$ cat config.mk
export PLATFORM = sky130hd
export DESIGN_NAME = tmr16_top
export DESIGN_NICKNAME = d
export VERILOG_FILES = /design/src/rtl/tmr_pkg.sv /design/src/rtl/tmr_clk_sel.sv /design/src/rtl/tmr_count.sv /design/src/rtl/tmr_cmp_chan.sv /design/src/rtl/tmr_capture.sv /design/src/rtl/tmr16_top.sv
export SDC_FILE = /design/constraint.sdc
export NUM_CORES = 1
export LEC_CHECK = 0
export BUFFER_PORTS_ARGS = -buffer_cell sky130_fd_sc_hd__buf_4
export CAP_MARGIN = 20
export CORE_MARGIN = 4
export CORE_UTILIZATION = 55
export DETAILED_ROUTE_END_ITERATION = 6
export MAX_ROUTING_LAYER = met4
export PLACE_DENSITY = 0.76
export SLEW_MARGIN = 25
export SYNTH_ARGS = -nofsm -noshare
export SYNTH_HDL_FRONTEND = slang
export SYNTH_SLANG_ARGS = --single-unit
$ cat constraint.sdc
create_clock -name clk -period 3.4 [get_ports clk]
set_input_delay 0.68 -clock clk [delete_from_list [all_inputs] [get_ports clk]]
set_output_delay 0.68 -clock clk [all_outputs]
set_load 0.01 [all_outputs]
$ cat src/rtl/tmr_pkg.sv
`timescale 1ns/1ps
package tmr_pkg;
    localparam int CW = 16;
    localparam int RW = 8;
    localparam int AW = 3;
    localparam int NCH = 2;
    localparam int NFLAG = 4;
    localparam logic [CW-1:0] CNT_MAX = {CW{1'b1}};

    localparam logic [AW-1:0] A_CTRL  = 3'd0;
    localparam logic [AW-1:0] A_COUNT = 3'd1;
    localparam logic [AW-1:0] A_CMPA  = 3'd2;
    localparam logic [AW-1:0] A_CMPB  = 3'd3;
    localparam logic [AW-1:0] A_CAPT  = 3'd4;
    localparam logic [AW-1:0] A_FLAGS = 3'd5;
    localparam logic [AW-1:0] A_MASK  = 3'd6;

    localparam int F_OVF = 0;
    localparam int F_MA  = 1;
    localparam int F_MB  = 2;
    localparam int F_CAP = 3;

    typedef enum logic [1:0] {
        M_NORMAL = 2'd0,
        M_SLOPE  = 2'd1,
        M_DUAL   = 2'd2,
        M_ALT    = 2'd3
    } tmr_mode_e;

    typedef struct packed {
        logic      filt;
        logic      cmp_en;
        logic      pin_sel;
        tmr_mode_e mode;
        logic [2:0] clk_sel;
    } tmr_ctrl_t;

    typedef struct packed {
        logic ovf;
        logic wrap;
        logic load;
    } tmr_cnt_evt_t;

    function automatic logic is_buffered(input tmr_mode_e m);
        return (m == M_SLOPE) || (m == M_DUAL);
    endfunction

    function automatic logic [CW-1:0] ceiling(input tmr_mode_e m, input logic [CW-1:0] cmpa);
        return is_buffered(m) ? cmpa : CNT_MAX;
    endfunction
endpackage

$ cat src/rtl/tmr_clk_sel.sv
`timescale 1ns/1ps
module tmr_clk_sel #(
    parameter int SYNC = 2
) (
    input  logic       clk,
    input  logic       rst,
    input  logic [2:0] sel,
    input  logic       tick,
    input  logic       ext_pin,
    output logic       step
);
    logic [SYNC:0] sh;
    logic cur, prev;

    always_ff @(posedge clk) begin
        if (rst) sh <= '0;
        else     sh <= {sh[SYNC-1:0], ext_pin};
    end

    assign cur  = sh[SYNC-1];
    assign prev = sh[SYNC];

    always_comb begin
        case (sel)
            3'd1:    step = tick;
            3'd2:    step = cur & ~prev;
            3'd3:    step = ~cur & prev;
            default: step = 1'b0;
        endcase
    end
endmodule

$ cat src/rtl/tmr_count.sv
`timescale 1ns/1ps
module tmr_count
    import tmr_pkg::*;
#(
    parameter int W = CW
) (
    input  logic         clk,
    input  logic         rst,
    input  tmr_mode_e    mode,
    input  logic [W-1:0] top,
    input  logic         step,
    input  logic         set_wr,
    input  logic [W-1:0] set_val,
    output logic [W-1:0] cnt,
    output logic         up,
    output tmr_cnt_evt_t evt
);
    localparam logic [W-1:0] ONE  = {{(W-1){1'b0}}, 1'b1};
    localparam logic [W-1:0] FULL = {W{1'b1}};

    logic [W-1:0] nxt;
    logic         nxt_up;
    logic         at_top;

    assign at_top = (cnt >= top);

    always_comb begin
        nxt    = cnt + ONE;
        nxt_up = up;
        evt    = '0;
        case (mode)
            M_SLOPE: begin
                if (at_top) begin
                    nxt      = '0;
                    evt.ovf  = step;
                    evt.wrap = step;
                    evt.load = step;
                end
            end
            M_DUAL: begin
                if (up) begin
                    if (at_top) begin
                        nxt      = (cnt == '0) ? '0 : cnt - ONE;
                        nxt_up   = 1'b0;
                        evt.load = step;
                    end
                end else begin
                    if (cnt == '0) begin
                        nxt     = (top == '0) ? '0 : ONE;
                        nxt_up  = 1'b1;
                        evt.ovf = step;
                    end else begin
                        nxt = cnt - ONE;
                    end
                end
            end
            default: begin
                evt.ovf = step && (cnt == FULL);
            end
        endcase
    end

    always_ff @(posedge clk) begin
        if (rst) begin
            cnt <= '0;
            up  <= 1'b1;
        end else if (set_wr) begin
            cnt <= set_val;
            up  <= 1'b1;
        end else if (step) begin
            cnt <= nxt;
            up  <= nxt_up;
        end
    end
endmodule

$ cat src/rtl/tmr_cmp_chan.sv
`timescale 1ns/1ps
module tmr_cmp_chan
    import tmr_pkg::*;
#(
    parameter int W = CW
) (
    input  logic         clk,
    input  logic         rst,
    input  tmr_mode_e    mode,
    input  logic         wr,
    input  logic [W-1:0] wdata,
    input  logic         step,
    input  logic [W-1:0] cnt,
    input  logic         up,
    input  logic         wrap,
    input  logic         load,
    input  logic         wave_clr,
    output logic [W-1:0] held,
    output logic [W-1:0] act,
    output logic         match,
    output logic         wave
);
    assign match = step && (cnt == act);

    always_ff @(posedge clk) begin
        if (rst) begin
            held <= '0;
            act  <= '0;
        end else begin
            if (wr) held <= wdata;
            if (wr && !is_buffered(mode)) act <= wdata;
            else if (load)                act <= held;
        end
    end

    always_ff @(posedge clk) begin
        if (rst || wave_clr) begin
            wave <= 1'b0;
        end else begin
            case (mode)
                M_SLOPE: begin
                    if (wrap)       wave <= 1'b1;
                    else if (match) wave <= 1'b0;
                end
                M_DUAL: begin
                    if (match) wave <= ~up;
                end
                default: begin
                    if (match) wave <= ~wave;
                end
            endcase
        end
    end
endmodule

$ cat src/rtl/tmr_capture.sv
`timescale 1ns/1ps
module tmr_capture
    import tmr_pkg::*;
#(
    parameter int W        = CW,
    parameter int SYNC     = 2,
    parameter int FILT_LEN = 4
) (
    input  logic         clk,
    input  logic         rst,
    input  logic         pin_sel,
    input  logic         cmp_en,
    input  logic         filt,
    input  logic         pin_a,
    input  logic         pin_b,
    input  logic         cmp_evt,
    input  logic [W-1:0] cnt,
    output logic [W-1:0] capt,
    output logic         hit
);
    logic                src;
    logic [SYNC-1:0]     sh;
    logic                s;
    logic [FILT_LEN-2:0] hist;
    logic [FILT_LEN-1:0] window;
    logic                lvl, lvl_n, steady;

    assign src    = cmp_en ? cmp_evt : (pin_sel ? pin_b : pin_a);
    assign s      = sh[SYNC-1];
    assign window = {hist, s};
    assign steady = (&window) | ~(|window);
    assign lvl_n  = filt ? (steady ? s : lvl) : s;
    assign hit    = lvl_n & ~lvl;

    always_ff @(posedge clk) begin
        if (rst) begin
            sh   <= '0;
            hist <= '0;
            lvl  <= 1'b0;
            capt <= '0;
        end else begin
            sh   <= {sh[SYNC-2:0], src};
            hist <= {hist[FILT_LEN-3:0], s};
            lvl  <= lvl_n;
            if (hit) capt <= cnt;
        end
    end
endmodule

$ cat src/rtl/tmr16_top.sv
`timescale 1ns/1ps
module tmr16_top
    import tmr_pkg::*;
(
    input  logic          clk,
    input  logic          rst,
    input  logic          bus_wr,
    input  logic [AW-1:0] bus_addr,
    input  logic [CW-1:0] bus_wdata,
    output logic [CW-1:0] bus_rdata,
    input  logic          tick_in,
    input  logic          ext_clk_pin,
    input  logic          cap_pin_a,
    input  logic          cap_pin_b,
    input  logic          cmp_evt_in,
    output logic          wave_a,
    output logic          wave_b,
    output logic          irq
);
    tmr_ctrl_t        ctrl_q;
    logic [NFLAG-1:0] flags_q, mask_q, flag_set, flag_clr;
    logic [CW-1:0]    cnt, capt;
    logic             up, step, cap_hit;
    logic             ctrl_wr, cnt_wr, flag_wr, mask_wr;
    tmr_cnt_evt_t     cevt;
    logic [CW-1:0]    held [NCH];
    logic [CW-1:0]    act  [NCH];
    logic [NCH-1:0]   match, wave;

    assign ctrl_wr = bus_wr && (bus_addr == A_CTRL);
    assign cnt_wr  = bus_wr && (bus_addr == A_COUNT);
    assign flag_wr = bus_wr && (bus_addr == A_FLAGS);
    assign mask_wr = bus_wr && (bus_addr == A_MASK);

    tmr_clk_sel #(.SYNC(2)) u_clk (
        .clk(clk), .rst(rst), .sel(ctrl_q.clk_sel),
        .tick(tick_in), .ext_pin(ext_clk_pin), .step(step)
    );

    tmr_count #(.W(CW)) u_cnt (
        .clk(clk), .rst(rst), .mode(ctrl_q.mode),
        .top(ceiling(ctrl_q.mode, act[0])), .step(step),
        .set_wr(cnt_wr), .set_val(bus_wdata),
        .cnt(cnt), .up(up), .evt(cevt)
    );

    for (genvar i = 0; i < NCH; i++) begin : g_ch
        tmr_cmp_chan #(.W(CW)) u_ch (
            .clk(clk), .rst(rst), .mode(ctrl_q.mode),
            .wr(bus_wr && (bus_addr == A_CMPA + AW'(i))),
            .wdata(bus_wdata), .step(step), .cnt(cnt), .up(up),
            .wrap(cevt.wrap), .load(cevt.load), .wave_clr(ctrl_wr),
            .held(held[i]), .act(act[i]), .match(match[i]), .wave(wave[i])
        );
    end

    tmr_capture #(.W(CW), .SYNC(2), .FILT_LEN(4)) u_cap (
        .clk(clk), .rst(rst), .pin_sel(ctrl_q.pin_sel),
        .cmp_en(ctrl_q.cmp_en), .filt(ctrl_q.filt),
        .pin_a(cap_pin_a), .pin_b(cap_pin_b), .cmp_evt(cmp_evt_in),
        .cnt(cnt), .capt(capt), .hit(cap_hit)
    );

    always_comb begin
        flag_set        = '0;
        flag_set[F_OVF] = cevt.ovf;
        flag_set[F_MA]  = match[0];
        flag_set[F_MB]  = match[1];
        flag_set[F_CAP] = cap_hit;
        flag_clr        = flag_wr ? bus_wdata[NFLAG-1:0] : '0;
    end

    always_ff @(posedge clk) begin
        if (rst) begin
            ctrl_q  <= '0;
            flags_q <= '0;
            mask_q  <= '0;
        end else begin
            if (ctrl_wr) ctrl_q <= tmr_ctrl_t'(bus_wdata[RW-1:0]);
            if (mask_wr) mask_q <= bus_wdata[NFLAG-1:0];
            flags_q <= (flags_q & ~flag_clr) | flag_set;
        end
    end

    always_comb begin
        case (bus_addr)
            A_CTRL:  bus_rdata = {{(CW-RW){1'b0}}, ctrl_q};
            A_COUNT: bus_rdata = cnt;
            A_CMPA:  bus_rdata = held[0];
            A_CMPB:  bus_rdata = held[1];
            A_CAPT:  bus_rdata = capt;
            A_FLAGS: bus_rdata = {{(CW-NFLAG){1'b0}}, flags_q};
            A_MASK:  bus_rdata = {{(CW-NFLAG){1'b0}}, mask_q};
            default: bus_rdata = '0;
        endcase
    end

    assign wave_a = wave[0];
    assign wave_b = wave[1];
    assign irq    = |(flags_q & mask_q);
endmodule

==> Word-level counts from Yosys, hierarchy flattened <==
Index checks and enable logic that the tools add are counted.
{ "totals": {"word_cells": 127, "output_inout_bits": 19, "ff_bits": 124} }
{ "op_classes": {"bitwise": 15, "n_reduce_logical": 31, "addsub": 2, "n_mux": 42, "eq_ne": 16, "magnitude_cmp": 1} }
{ "op_table": {"columns": ["cell", "n"], "rows": [
  ["$mux W16", 12],
  ["$pmux W16 S7", 1],
  ["$eq A16 B16 Y1", 2],
  ["$logic_not A16 Y1", 2],
  ["$pmux W16 S2", 1],
  ["$mux W1", 21],
  ["$add A16 B1 Y16 const B", 1],
  ["$eq A16 B16 Y1 const B", 1],
  ["$ge A16 B16 Y1", 1],
  ["$sub A16 B1 Y16 const B", 1],
  ["$reduce_bool A2 Y1", 7],
  ["$eq A3 B2 Y1 const B", 4],
  ["$logic_and A1 B1 Y1", 11],
  ["$eq A3 B3 Y1 const B", 3],
  ["$and A4 B4 Y4", 2],
  ["$pmux W1 S2", 4],
  ["$reduce_or A4 Y1", 2],
  ["$not A1 Y1", 7],
  ["$eq A3 B1 Y1 const B", 2],
  ["$reduce_and A3 Y1", 2],
  ["$mux W4", 1],
  ["$ne A2 B1 Y1 const B", 2],
  ["$not A4 Y4", 1],
  ["$or A4 B4 Y4", 1],
  ["other kinds (12)", 15]
]} }

==> Depth between registers and ports, before layout <==
Gate-level depths: netlist of run 1.
{ "logic_depth": {"ltp_word": 10, "mapped_depth": 16, "ltp_nobuf": 12} }

==> Hierarchy <==
Synthesis of run 1 repeated with hierarchy kept, for this count alone.
{ "unflattened": {"cells_unflattened": 916, "hier_area_um2": 7803.7} }
{ "by_module_without_submodules": {"columns": ["module", "cells_each", "area_each_um2", "seq_area_each_um2", "instances"], "rows": [
  ["tmr_cmp_chan", 171, 1605.3, 660.6, 2],
  ["tmr_count", 312, 2243.4, 340.3, 1],
  ["tmr16_top", 191, 1455.1, 320.3, 1],
  ["tmr_capture", 61, 782.0, 440.4, 1],
  ["tmr_clk_sel", 10, 112.6, 60.1, 1]
]} }

==> Worst setup path before layout of run 1 <==
OpenSTA, ideal clock, no wires.
{ "synth_timing": {"path_type": "register to register", "start": "reg ctrl_q[3] (netlist bit)", "end": "reg u_cnt.cnt[14]", "path_stages_with_launch": 17, "t_arrival_ps": 3317, "path_buffers": 4, "setup_slack_ps": -5, "synth_period_minus_slack_ps": 3405, "cell_sequence": "dfxtp_1 -> inv_1 -> ha_1 -> clkbuf_1 -> buf_1 -> nor2_1 -> ha_1 -> a211oi_1 -> nor2_1 -> nor4_1 -> o21ai_1 -> o21a_1 -> buf_2 -> buf_6 -> o21ai_0 -> nand2_1 -> a311oi_2"} }
{ "synth_via": {"elab_chain_len": 9} }
{ "synth_lines": {"columns": ["element", "line_no", "source"], "rows": [
  ["from (decl)", "tmr16_top.sv:20", "tmr_ctrl_t ctrl_q;"],
  ["from (signal assigned)", "tmr16_top.sv:79", "if (ctrl_wr) ctrl_q <= tmr_ctrl_t'(bus_wdata[RW-1:0]);"],
  ["$eq A2 B1 Y1 or $eq A2 B2 Y1 (tied branches)", "tmr_pkg.sv:45, tmr_count.sv:31", null],
  ["$logic_or A1 B1 Y1", "tmr_pkg.sv:45", "return (m == M_SLOPE) || (m == M_DUAL);"],
  ["$mux W16", "tmr_pkg.sv:49", "return is_buffered(m) ? cmpa : CNT_MAX;"],
  ["$ge A16 B16 Y1", "tmr_count.sv:25", "assign at_top = (cnt >= top);"],
  ["$mux W16", "tmr_count.sv:42", "if (at_top) begin"],
  ["$mux W16", "tmr_count.sv:41", "if (up) begin"],
  ["$pmux W16 S2 *", "tmr_count.sv:31", "case (mode)"],
  ["$mux W16 *", "tmr_count.sv:70", "end else if (step) begin"],
  ["$mux W16 *", "tmr_count.sv:67", "end else if (set_wr) begin"],
  ["to (signal assigned)", "tmr_count.sv:68", "cnt <= set_val;"],
  ["to (signal assigned)", "tmr_count.sv:71", "cnt <= nxt;"],
  ["to (decl)", "tmr_count.sv:14", "output logic [W-1:0] cnt,"]
]} }
Every way passes the cells marked *; elsewhere a longest branch is shown, timed or not. The select of a mux whose other input is x is not followed.
A chain may end at the register's enable or synchronous reset.

==> Worst setup path in the final report of run 1 <==
{ "layout_timing": {"start": "reg ctrl_q[3] (netlist bit)", "end": "reg u_cnt.cnt[4]"} }
Same word-level chain as after synthesis.

==> metrics.cfg, run 1 <==
[run_status]
status=complete, no violations

[routing]
num_vias=6950
drtIter0Drc=868
via_per_inst=6.22
wl_per_cell_um=19.5
drt-total-wl_um=21800
first_pass_iters=5
ant_nets=0
drc=0

[clock_tree]
clock_latency_ns=0.42
hold_buffers=0
numCtsBuffers=17
cts_max_path_buffers=2
cts_resized=0
clock-root-buffer=clkbuf_16
cts_setup_buffers=0
htreeDepth=4
clk_pin_slew_ns=0.06
cts_tree=built
cts.sinks=124

[timing]
timing.slew.headroom_pct=50.5
slew_viol_final=0
max_freq_mhz=310
tns_ns=0
hold_ws_ns=0.437
rsz0062_at_grt=false
setup_viol=0
period_needed_ns=3.22
worst_slew_pin_slew_ns=0.742
min_period_over_period_pct=94.8
final.setup.worst_slack_ns=0.177
finalHoldViolCount=0
fin_worst_skew_ns=0.00782

[finish]
fin_nets=980
nFillCells=1063
n_antenna_cell=0
drive_gt1_share_pct=15.8
synthToLayoutAreaGrowth_pct=15.2

[placed_design]
gp_congestion=0.934
dpl.hpwl_um=14800
pre_cts_ws_ns=0.117
numPortBuffers=45

[worst_setup_path]
r2r_cells=13
worstPathRequired_ns=3.72
cp.arrival_ns=3.55
start_kind=flop
crit_path_max_fanout=9
worst-path-stages=13
path_cells=inv_1 > ha_4 > nor2_1 > ha_1 > a211oi_1 > nor2_1 > nor4_1 > o21ai_1 > buf_4 > o21ai_2 > a221o_1 > a21oi_1 > nor4_1
r2r_slack_ns=0.18
path_delay_family=compound AO/OA/AOI/OAI gates
worstSetupPathType=flop to flop
cpPeakStageDelay_ns=0.39
cp_slowest_cell=dfxtp_1
worst-path-buf-inv=2
end_kind=flop

[global_routing]
grt_pass1_wl_um=35500
gr-total-overflow=0
grt_max_degree=65
grt_antenna_before_repair=0
grt_pass1_vias=6585
grtUsageTotal_pct=31.1

[yosys]
ys_top_cells_by_count=nand2_1 (129), dfxtp_1 (124), nor2_1 (115)
postSynth.asyncResetShare_pct=0
synth.most_common_cell=nand2_1
synthCells=908
syn-num-nets=956
synthesis.area_sq_um=7270
synth_cell_types=69
syn_avg_cell_area_sq_um=8.00
yosysTopAreaCell=dfxtp_1
synth_warnings=0
ys.flop_type=dfxtp_1
synth_seq_area_share_pct=34.2
synth_edf_count=0
ys_seq_elements=124
synthTopCellsByArea=dfxtp_1 (34%), mux2i_1 (8.1%), nand2_1 (6.7%)
yosysTopAreaCellShare_pct=34.2

[hold_path]
whs_path_depth=1
hold_class=flop to flop

[pwr]
powerDensity_nw_per_um2=443
ir_worst_vdd_uv=374
p_leak_nw=3.43

[flow_run]
maxCapViolations=0

[die]
initial_core_util_pct=56.9
die-area_sq_um=15100
die_h_um=123
fp.dieW_um=123
std_cell_rows=41
core_area_sq_um=12800
ios=46

==> power by group <==
part	total (W)	leakage (nW)	internal, W	switching (W)
clock network	0.00175	0.262	0.00102	0.000727
registers	0.00154	1.00	0.00149	0.0000427
logic	0.000431	2.16	0.000170	0.000261
==> per-stage QoR <==
stage | instances | utilization, % | power (W) | instance area, sq um
floorplan | 908 | - | 0.00184 | 7270
global placement | 1085 | 60.9 | 0.00198 | 7780
detailed placement | 1085 | 60.9 | 0.00199 | 7780
CTS | 1117 | 65.3 | 0.00372 | 8350
global route | 1117 | 65.5 | 0.00383 | 8370
finish | 1117 | 65.5 | 0.00371 | 8370
==> cells by family (layout without fill, tap and decap cells) <==
logic type	Yosys count	in the layout	synth area share, %
AO/OA/AOI/OAI	205	205	18.1
adder cells (fa/ha/maj)	21	21	3.62
XOR/XNOR	39	39	4.70
AND/OR/NAND/NOR	355	355	22.8
multiplexers	74	74	11.2
buffers and inverters	90	127	5.44
flip-flops	124	124	34.2
==> state kept, by name (all words and copies together), names as in the netlist, 2 cells and up <==
register,count
flags_q,4
u_clk.sh,3
u_cap.hist,3
g_ch.u_ch.wave,2
ctrl_q,8
mask_q,4
u_cnt.cnt,16
g_ch.u_ch.held,32
u_cap.capt,16
u_cap.sh,2
g_ch.u_ch.act,32
==> layout make-up <==
type	instances	area [sq um]	area share (%)
clock inverters	14	136	1.63
flip-flops and latches	124	2480	29.7
well taps	172	215	2.57
multi-input cells	694	4420	52.8
repair buffers	81	633	7.56
clock buffers	18	429	5.13
inverters	14	52.6	0.628
==> per-layer routing <==
layer,part of all wire (%),up-vias,GRT usage [%]
met3,8.8,46,5.26
met5,0,-,-
met1,43,3271,43.5
li1,-,3276,-
met4,2.0,0,10.4
met2,46,357,45.7
==> worst paths after layout <==
kind	end	from
worst max-delay path	u_cnt.cnt[4]	ctrl_q[3]
worst min-delay path	u_clk.sh[1]	u_clk.sh[0]
worst max register to register	u_cnt.cnt[4]	ctrl_q[3]
worst min register to register	u_clk.sh[1]	u_clk.sh[0]
==> worst register-to-register path, delay by kind of cell, from the launching register on <==
family | cells | cell delay (ns)
buffers and inverters | 2 | 0.27
AOI/OAI and AO/OA | 5 | 1.10
and+or+nand+nor | 4 | 0.75
adders and majority gates | 2 | 0.62
DFF | 1 | 0.39
==> placed cells by master (no fill, tap or decap), types with 6 or more instances in the layout <==
cell type	instances
xnor2_1	19
inv_1	13
nor2_1	114
and3_1	9
nor4_1	14
mux2_2	10
dfxtp_1	124
nand3_1	12
o211ai_1	6
ha_1	20
clkbuf_16	17
o21ai_0	37
a22oi_1	13
a21oi_1	68
nand4_1	11
a211oi_1	38
nand2_1	129
nor2b_1	16
nor3_1	19
buf_4	79
mux2i_1	59
xor2_1	20
Power figures use the tool's default switching activity.
==> run 2, diff against run 1 <==
--- a/config.mk
+++ b/config.mk
@@ -11,7 +11,7 @@
 export CORE_UTILIZATION = 55
 export DETAILED_ROUTE_END_ITERATION = 6
 export MAX_ROUTING_LAYER = met4
-export PLACE_DENSITY = 0.76
+export PLACE_DENSITY = 0.84
 export SLEW_MARGIN = 25
 export SYNTH_ARGS = -nofsm -noshare
 export SYNTH_HDL_FRONTEND = slang
==> run 2 against run 1 <==
Effect of this change:
- core utilization rose by 0.77 points
- clock-buffer cell count decreased by 1
- non-clock buffer count up 6
- flip-flop and latch count did not move
- register-to-register slack is essentially flat
- design area is 1.2% higher
- first-iteration DRC count is 8.3% higher
- sequential power about the same
- combinational power increased by 2%
- critical path type unchanged
- largest cell class unchanged
- largest power group unchanged
- highest routed layer unchanged
==> metrics.cfg, run 2 (synthesis gave the netlist of run 1 again) <==
[worst_setup_path]
worstSetupPathType=flop to flop
r2r_cells=15  ; +2
end_kind=flop
start_kind=flop
worstPathRequired_ns=3.68  ; -0.04 ns
cp.arrival_ns=3.49  ; -0.06 ns
crit_path_max_fanout=13  ; +4

[routing]
ant_nets=0  ; unchanged
drc=0  ; unchanged
first_pass_iters=6  ; +1
num_vias=7200  ; +3.6%
drt-total-wl_um=22300  ; +2.3%
wl_per_cell_um=19.9  ; +1.8%
via_per_inst=6.41  ; +3.0%
drtIter0Drc=940  ; +8.3%

[die]
ios=46  ; unchanged
die_h_um=123  ; unchanged
core_area_sq_um=12800  ; unchanged
die-area_sq_um=15100  ; unchanged
initial_core_util_pct=56.9  ; unchanged
fp.dieW_um=123  ; unchanged
std_cell_rows=41  ; unchanged

[finish]
final_common_cell=nand2_1
largest_registers=g_ch.u_ch.act (32), g_ch.u_ch.held (32)
n_antenna_cell=0  ; unchanged
layout_common_cells=nand2_1 (129), dfxtp_1 (124), nor2_1 (114)
drive_gt1_share_pct=16.3  ; +0.53 points
fin_nets=986  ; +0.61%
synthToLayoutAreaGrowth_pct=16.5

[clock_tree]
clk_pin_slew_ns=0.06  ; about the same
cts_max_path_buffers=2  ; unchanged
numCtsBuffers=17  ; unchanged
clock-root-buffer=clkbuf_16
clock_latency_ns=0.42  ; about the same
cts_tree=built
cts.sinks=124  ; unchanged
htreeDepth=4  ; unchanged

[hold_path]
hold_class=flop to flop
whs_path_depth=1  ; unchanged

[timing]
finalHoldViolCount=0  ; unchanged
hold_ws_ns=0.456  ; +0.0190 ns
max_freq_mhz=311  ; +0.25%
tns_ns=0  ; unchanged
rsz0062_at_grt=false
final.setup.worst_slack_ns=0.185  ; +0.00795 ns
fin_worst_skew_ns=0.00839  ; +0.000571 ns
timing.slew.headroom_pct=54.3  ; +3.8 points
min_period_over_period_pct=94.6  ; -0.23 points
slew_viol_final=0  ; unchanged
period_needed_ns=3.22  ; -0.00795 ns
worst_slew_pin_slew_ns=0.685  ; -0.0574 ns
setup_viol=0  ; unchanged

[pwr]
combPwrFrac_pct=11.2  ; -0.4 points
p_sw_share_pct=26.3  ; -1.4 points
p_leak_nw=3.49  ; +1.9%
powerDensity_nw_per_um2=465  ; +5.0%
power_frac_clock_pct=49.9  ; +2.9 points
seqPwrFrac_pct=38.9  ; -2.5 points
p_int_w=0.00291  ; +8.3%
switchingPower_w=0.00104  ; +0.70%
ir_worst_vdd_uv=406  ; +8.6%
power_w=0.00394  ; +6.2%

[global_routing]
grt_antenna_before_repair=0  ; unchanged
gr-total-overflow=0  ; unchanged
grt_pass1_wl_um=35500  ; about the same
grt_max_degree=65  ; unchanged
grt_pass1_vias=6842  ; +3.9%
grtUsageTotal_pct=30.8  ; -0.34 points

[placed_design]
gp_congestion=0.981  ; +5.0%
numPortBuffers=45  ; unchanged
dpl.hpwl_um=14800  ; -0.19%
pre_cts_ws_ns=0.143  ; +0.0260 ns

[flow_run]
maxCapViolations=0  ; unchanged

[run_status]
status=complete, no violations

-- run 2: cell type report --
| type | instances | area (sq um) |
|---|---|---|
| multi-input combinational | 694 | 4420 |
| tap | 172 | 215 |
| clock buffer | 17 | 425 |
| timing repair buffer | 87 | 669 |
| fill | 920 | 4300 |
| inverter | 14 | 52.6 |
| clock inverter | 15 | 209 |
| sequential | 124 | 2480 |
-- run 2: path summary, 6_finish.rpt --
path	end	startpoint	slack [ns]
worst max register to register	u_cnt.cnt[14]	ctrl_q[3]	0.18
worst min-delay path	u_cap.sh[1]	u_cap.sh[0]	0.46
worst min register to register	u_cap.sh[1]	u_cap.sh[0]	0.46
worst max-delay path	u_cnt.cnt[14]	ctrl_q[3]	0.18
-- run 2: metrics by stage --
step	area, sq um	std cells	util, %
after floorplan	7270	908	-
after global placement	7810	1090	61.1
after detailed placement	7810	1090	61.1
after CTS	8440	1122	66.1
after global routing	8470	1123	66.3
final	8470	1123	66.3
-- run 2: metal layers --
metal / track usage, % / vias to the layer above / share of wire, %
met5: - / - / 0
li1: - / 3277 / -
met2: 46.0 / 486 / 45
met1: 39.5 / 3360 / 38
met3: 7.18 / 77 / 13
met4: 14.3 / 0 / 4.0
-- run 2: what timing repair did --
item | in CTS | in global routing
gates resized for setup | 0 | 4
hold buffers | 0 | 0
endpoints found under the setup margin | 0 | 39
buffers inserted | 0 | 1
-- run 2: power groups by stage --
| stage | clock, W | combinational [W] | sequential (W) |
|---|---|---|---|
| floorplan | 0 | 0.000284 | 0.00155 |
| detailed placement | 0 | 0.000420 | 0.00156 |
| finish | 0.00197 | 0.000441 | 0.00153 |
| global placement | 0 | 0.000415 | 0.00156 |
| global route | 0.00203 | 0.000473 | 0.00154 |
| CTS | 0.00196 | 0.000427 | 0.00153 |
-- run 2: worst max-delay path, stage by stage (launching register included) --
cell,delay [ns]
dfxtp_1,0.33
inv_1,0.08
ha_4,0.34
buf_6,0.18
nor2_1,0.06
ha_1,0.29
a21oi_1,0.12
nor3_1,0.07
nor4_1,0.35
o21ai_1,0.22
buf_4,0.18
o21ai_2,0.19
buf_4,0.22
nor2_1,0.12
a21oi_1,0.20
a311oi_2,0.13
==> run 3, diff against run 2 <==
--- a/config.mk
+++ b/config.mk
@@ -5,13 +5,14 @@
 export SDC_FILE = /design/constraint.sdc
 export NUM_CORES = 1
 export LEC_CHECK = 0
+export ABC_AREA = 1
 export BUFFER_PORTS_ARGS = -buffer_cell sky130_fd_sc_hd__buf_4
 export CAP_MARGIN = 20
 export CORE_MARGIN = 4
 export CORE_UTILIZATION = 55
 export DETAILED_ROUTE_END_ITERATION = 6
 export MAX_ROUTING_LAYER = met4
-export PLACE_DENSITY = 0.84
+export PLACE_DENSITY_LB_ADDON = 0.2
 export SLEW_MARGIN = 25
 export SYNTH_ARGS = -nofsm -noshare
 export SYNTH_HDL_FRONTEND = slang
==> run 3 against run 2 <==
Effect of this change:
- design area rose by 1.1%
- combinational power fell by 13%
- final cell count rose by 18%
- critical path depth rose by 3
- non-clock buffer count fell by 13
- register-to-register slack improved by 0.09 ns
- fmax rose by 3.0%
- die area rose by 3.0%
- largest cell class unchanged
- highest routed layer unchanged
==> metrics.cfg, run 3 <==
[worst_setup_path]
cp_slowest_cell=ha_1
worstSetupPathType=flop to flop
worst-path-buf-inv=3  ; -1
path_cells=inv_1 > ha_1 > or2_2 > inv_1 > ha_1 > nand2_1 > inv_1 > nand2_1 > nor2_1 > nor2_1 > nand2_1 > nand2_1 > nand3_1 > nand2_1 > nand2_1 > nand2_1 > nand2_1 > a21oi_1
worstPathRequired_ns=3.75  ; +0.07 ns
cp-startpoint=ctrl_q[3]
crit_top_cell=nand2_1
path_delay_family=simple AND/OR/NAND/NOR gates
end_kind=flop
cp.arrival_ns=3.48  ; about the same
r2r_start=ctrl_q[3]
start_kind=flop
cpPeakStageDelay_ns=0.50  ; +0.15 ns
crit_path_max_fanout=17  ; +4

[placed_design]
dpl.hpwl_um=18200  ; +23%
dp.cells=1291  ; +18%
dpl-instance-area_sq_um=7950  ; +1.8%
numPortBuffers=45  ; unchanged
gp_congestion=1.14  ; +16%
pre_cts_ws_ns=0.276  ; +0.133 ns

[die]
ios=46  ; unchanged
fp.dieW_um=125  ; +1.5%
core_area_sq_um=13300  ; +4.1%
die_h_um=125  ; +1.5%
die-area_sq_um=15600  ; +3.0%
std_cell_rows=42  ; +2.4%
initial_core_util_pct=56.4  ; -0.48 points

[global_routing]
grtUsageTotal_pct=33.1  ; +2.4 points
gr-usage-met2_pct=47.4  ; +1.5 points
gr-total-overflow=0  ; unchanged
grtUsageMet1_pct=45.6  ; +6.1 points
grt_pass1_wl_um=39800  ; +12%
grt_max_degree=61  ; -6.2%
busiest_layer=met2
met3_usage_pct=7.20  ; +0.022 points
grt_antenna_before_repair=0  ; unchanged
grt_pass1_vias=7226  ; +5.6%

[timing]
final.setup.worst_slack_ns=0.277  ; +0.0922 ns
period_needed_ns=3.12  ; -0.0922 ns
min_period_over_period_pct=91.9  ; -2.7 points
timing.slew.headroom_pct=38.7  ; -16 points
finalHoldViolCount=0  ; unchanged
rsz0062_at_grt=false
slew_viol_final=0  ; unchanged
tns_ns=0  ; unchanged
worst_slew_pin_slew_ns=0.919  ; +0.234 ns
hold_ws_ns=0.410  ; -0.0465 ns
max_freq_mhz=320  ; +3.0%
fin_worst_skew_ns=0.0108  ; +0.00238 ns
setup_viol=0  ; unchanged

[yosys]
synth_compound_area_share_pct=19.4  ; +1.3 points
ys_top_cells_by_count=nand2_1 (218), a21oi_1 (127), dfxtp_1 (124)
synth.most_common_cell=nand2_1
synth_xor_area_share_pct=5.95  ; +1.3 points
yosysTopAreaCellShare_pct=33.1  ; -1.1 points
synth_adder_area_share_pct=3.50  ; -0.11 points
synthTopCellsByArea=dfxtp_1 (33%), nand2_1 (11%), a21oi_1 (8.5%)
synth_warnings=0  ; unchanged
syn-num-nets=1154  ; +21%
synth_cell_types=47  ; -32%
yosysTopAreaCell=dfxtp_1
synth_top_family_by_area=simple AND/OR/NAND/NOR gates
synthMuxAreaShare_pct=0.150  ; -11 points
postSynth.asyncResetShare_pct=0  ; unchanged
synthesis.area_sq_um=7500  ; +3.2%
ys_seq_elements=124  ; unchanged
ys.flop_type=dfxtp_1
syn_avg_cell_area_sq_um=6.78  ; -15%
synthCells=1106  ; +22%
synth_seq_area_share_pct=33.1  ; -1.1 points
synth_edf_count=0  ; unchanged
yosys.area_share.simple_pct=28.0  ; +5.3 points

[clock_tree]
clock-root-buffer=clkbuf_16
hold_buffers=0  ; unchanged
clk_pin_slew_ns=0.06  ; about the same
cts.sinks=124  ; unchanged
cts_tree=built
htreeDepth=4  ; unchanged
clock_latency_ns=0.43  ; about the same
cts_max_path_buffers=2  ; unchanged
cts_setup_buffers=0  ; unchanged
numCtsBuffers=17  ; unchanged

[run_status]
status=complete, no violations

[finish]
multi_input_area_sq_um=4290  ; -2.9%
seqCellArea_sq_um=2480  ; unchanged
fin_nets=1182  ; +20%
n_antenna_cell=0  ; unchanged
layoutNonFillerInstCount=1323  ; +18%
postLayoutCellArea_sq_um=8570  ; +1.1%
nFillCells=1258  ; +37%
synthToLayoutAreaGrowth_pct=14.2
final_common_cell=nand2_1
layout_common_cells=nand2_1 (218), a21oi_1 (127), dfxtp_1 (124)
largest_registers=g_ch.u_ch.act (32), g_ch.u_ch.held (32)
drive_gt1_share_pct=13.0  ; -3.3 points

[routing]
drtIter0Drc=1024  ; +8.9%
drt-total-wl_um=25300  ; +13%
num_vias=7916  ; +9.9%
via_per_inst=5.98  ; -6.7%
wl_per_cell_um=19.1  ; -3.8%
first_pass_iters=7  ; +1
drc=0  ; unchanged
ant_nets=0  ; unchanged

[hold_path]
hold_start=u_cap.sh[0]
hold_class=flop to flop

[pwr]
powerDensity_nw_per_um2=442  ; -5.1%
p_leak_nw=3.91  ; +12%
ir_worst_vdd_uv=337  ; -17%

[flow_run]
maxCapViolations=0  ; unchanged

## run 3: worst register-to-register path: stages (launching register included)
cell	delay, ns
dfxtp_1	0.38
inv_1	0.08
ha_1	0.50
or2_2	0.38
inv_1	0.06
ha_1	0.21
nand2_1	0.06
inv_1	0.04
nand2_1	0.07
nor2_1	0.05
nor2_1	0.08
nand2_1	0.05
nand2_1	0.09
nand3_1	0.10
nand2_1	0.46
nand2_1	0.12
nand2_1	0.12
nand2_1	0.08
a21oi_1	0.13
## run 3: logic make-up (layout without fill, tap and decap cells)
| family | after synthesis | after routing |
|---|---|---|
| AOI/OAI and AO/OA | 271 | 271 |
| xor gates and xnor gates | 51 | 51 |
| adders and majority gates | 21 | 21 |
| buffers and inverters | 173 | 214 |
| DFF | 124 | 124 |
| muxes | 1 | 1 |
| and+or+nand+nor | 465 | 465 |
## run 3: metal layers
metal,share of wire [%],vias up,wire length (um)
met5,0,-,0
met4,3.7,0,941
met3,11,65,2880
met2,43,473,10800
met1,42,3646,10600
li1,-,3732,-
## run 3: final timing paths
kind | endpoint | slack (ns) | cells after the start
worst min-delay path | u_cap.sh[1] | 0.41 | 2
worst max register to register | u_cnt.cnt[14] | 0.28 | 18
worst min register to register | u_cap.sh[1] | 0.41 | 2
worst max-delay path | u_cnt.cnt[14] | 0.28 | 18
## run 3: layout make-up
type	count	area share [%]
inverters	108	4.76
flip-flops and latches	124	29.0
multi-input cells	809	50.1
repair buffers	74	6.48
clock buffers	21	5.49
clock inverters	11	1.65
well taps	176	2.57
## run 3: repair_timing
action / in CTS / in global routing
resized for setup: 0 / 1
endpoints found under the setup margin: 0 / 5
hold endpoints to repair: 0 / 0
## run 3: power breakdown
part / leakage [nW] / switching [W] / internal, W
combinational: 2.61 / 0.000254 / 0.000128
sequential: 1.01 / 0.0000292 / 0.00150
clock: 0.295 / 0.000672 / 0.00121
## run 3: metrics by stage
stage	power (W)	util (%)
finish	0.00379	64.4
global route	0.00390	64.4
CTS	0.00378	64.4
detailed placement	0.00193	59.8
global placement	0.00192	59.8
floorplan	0.00180	-
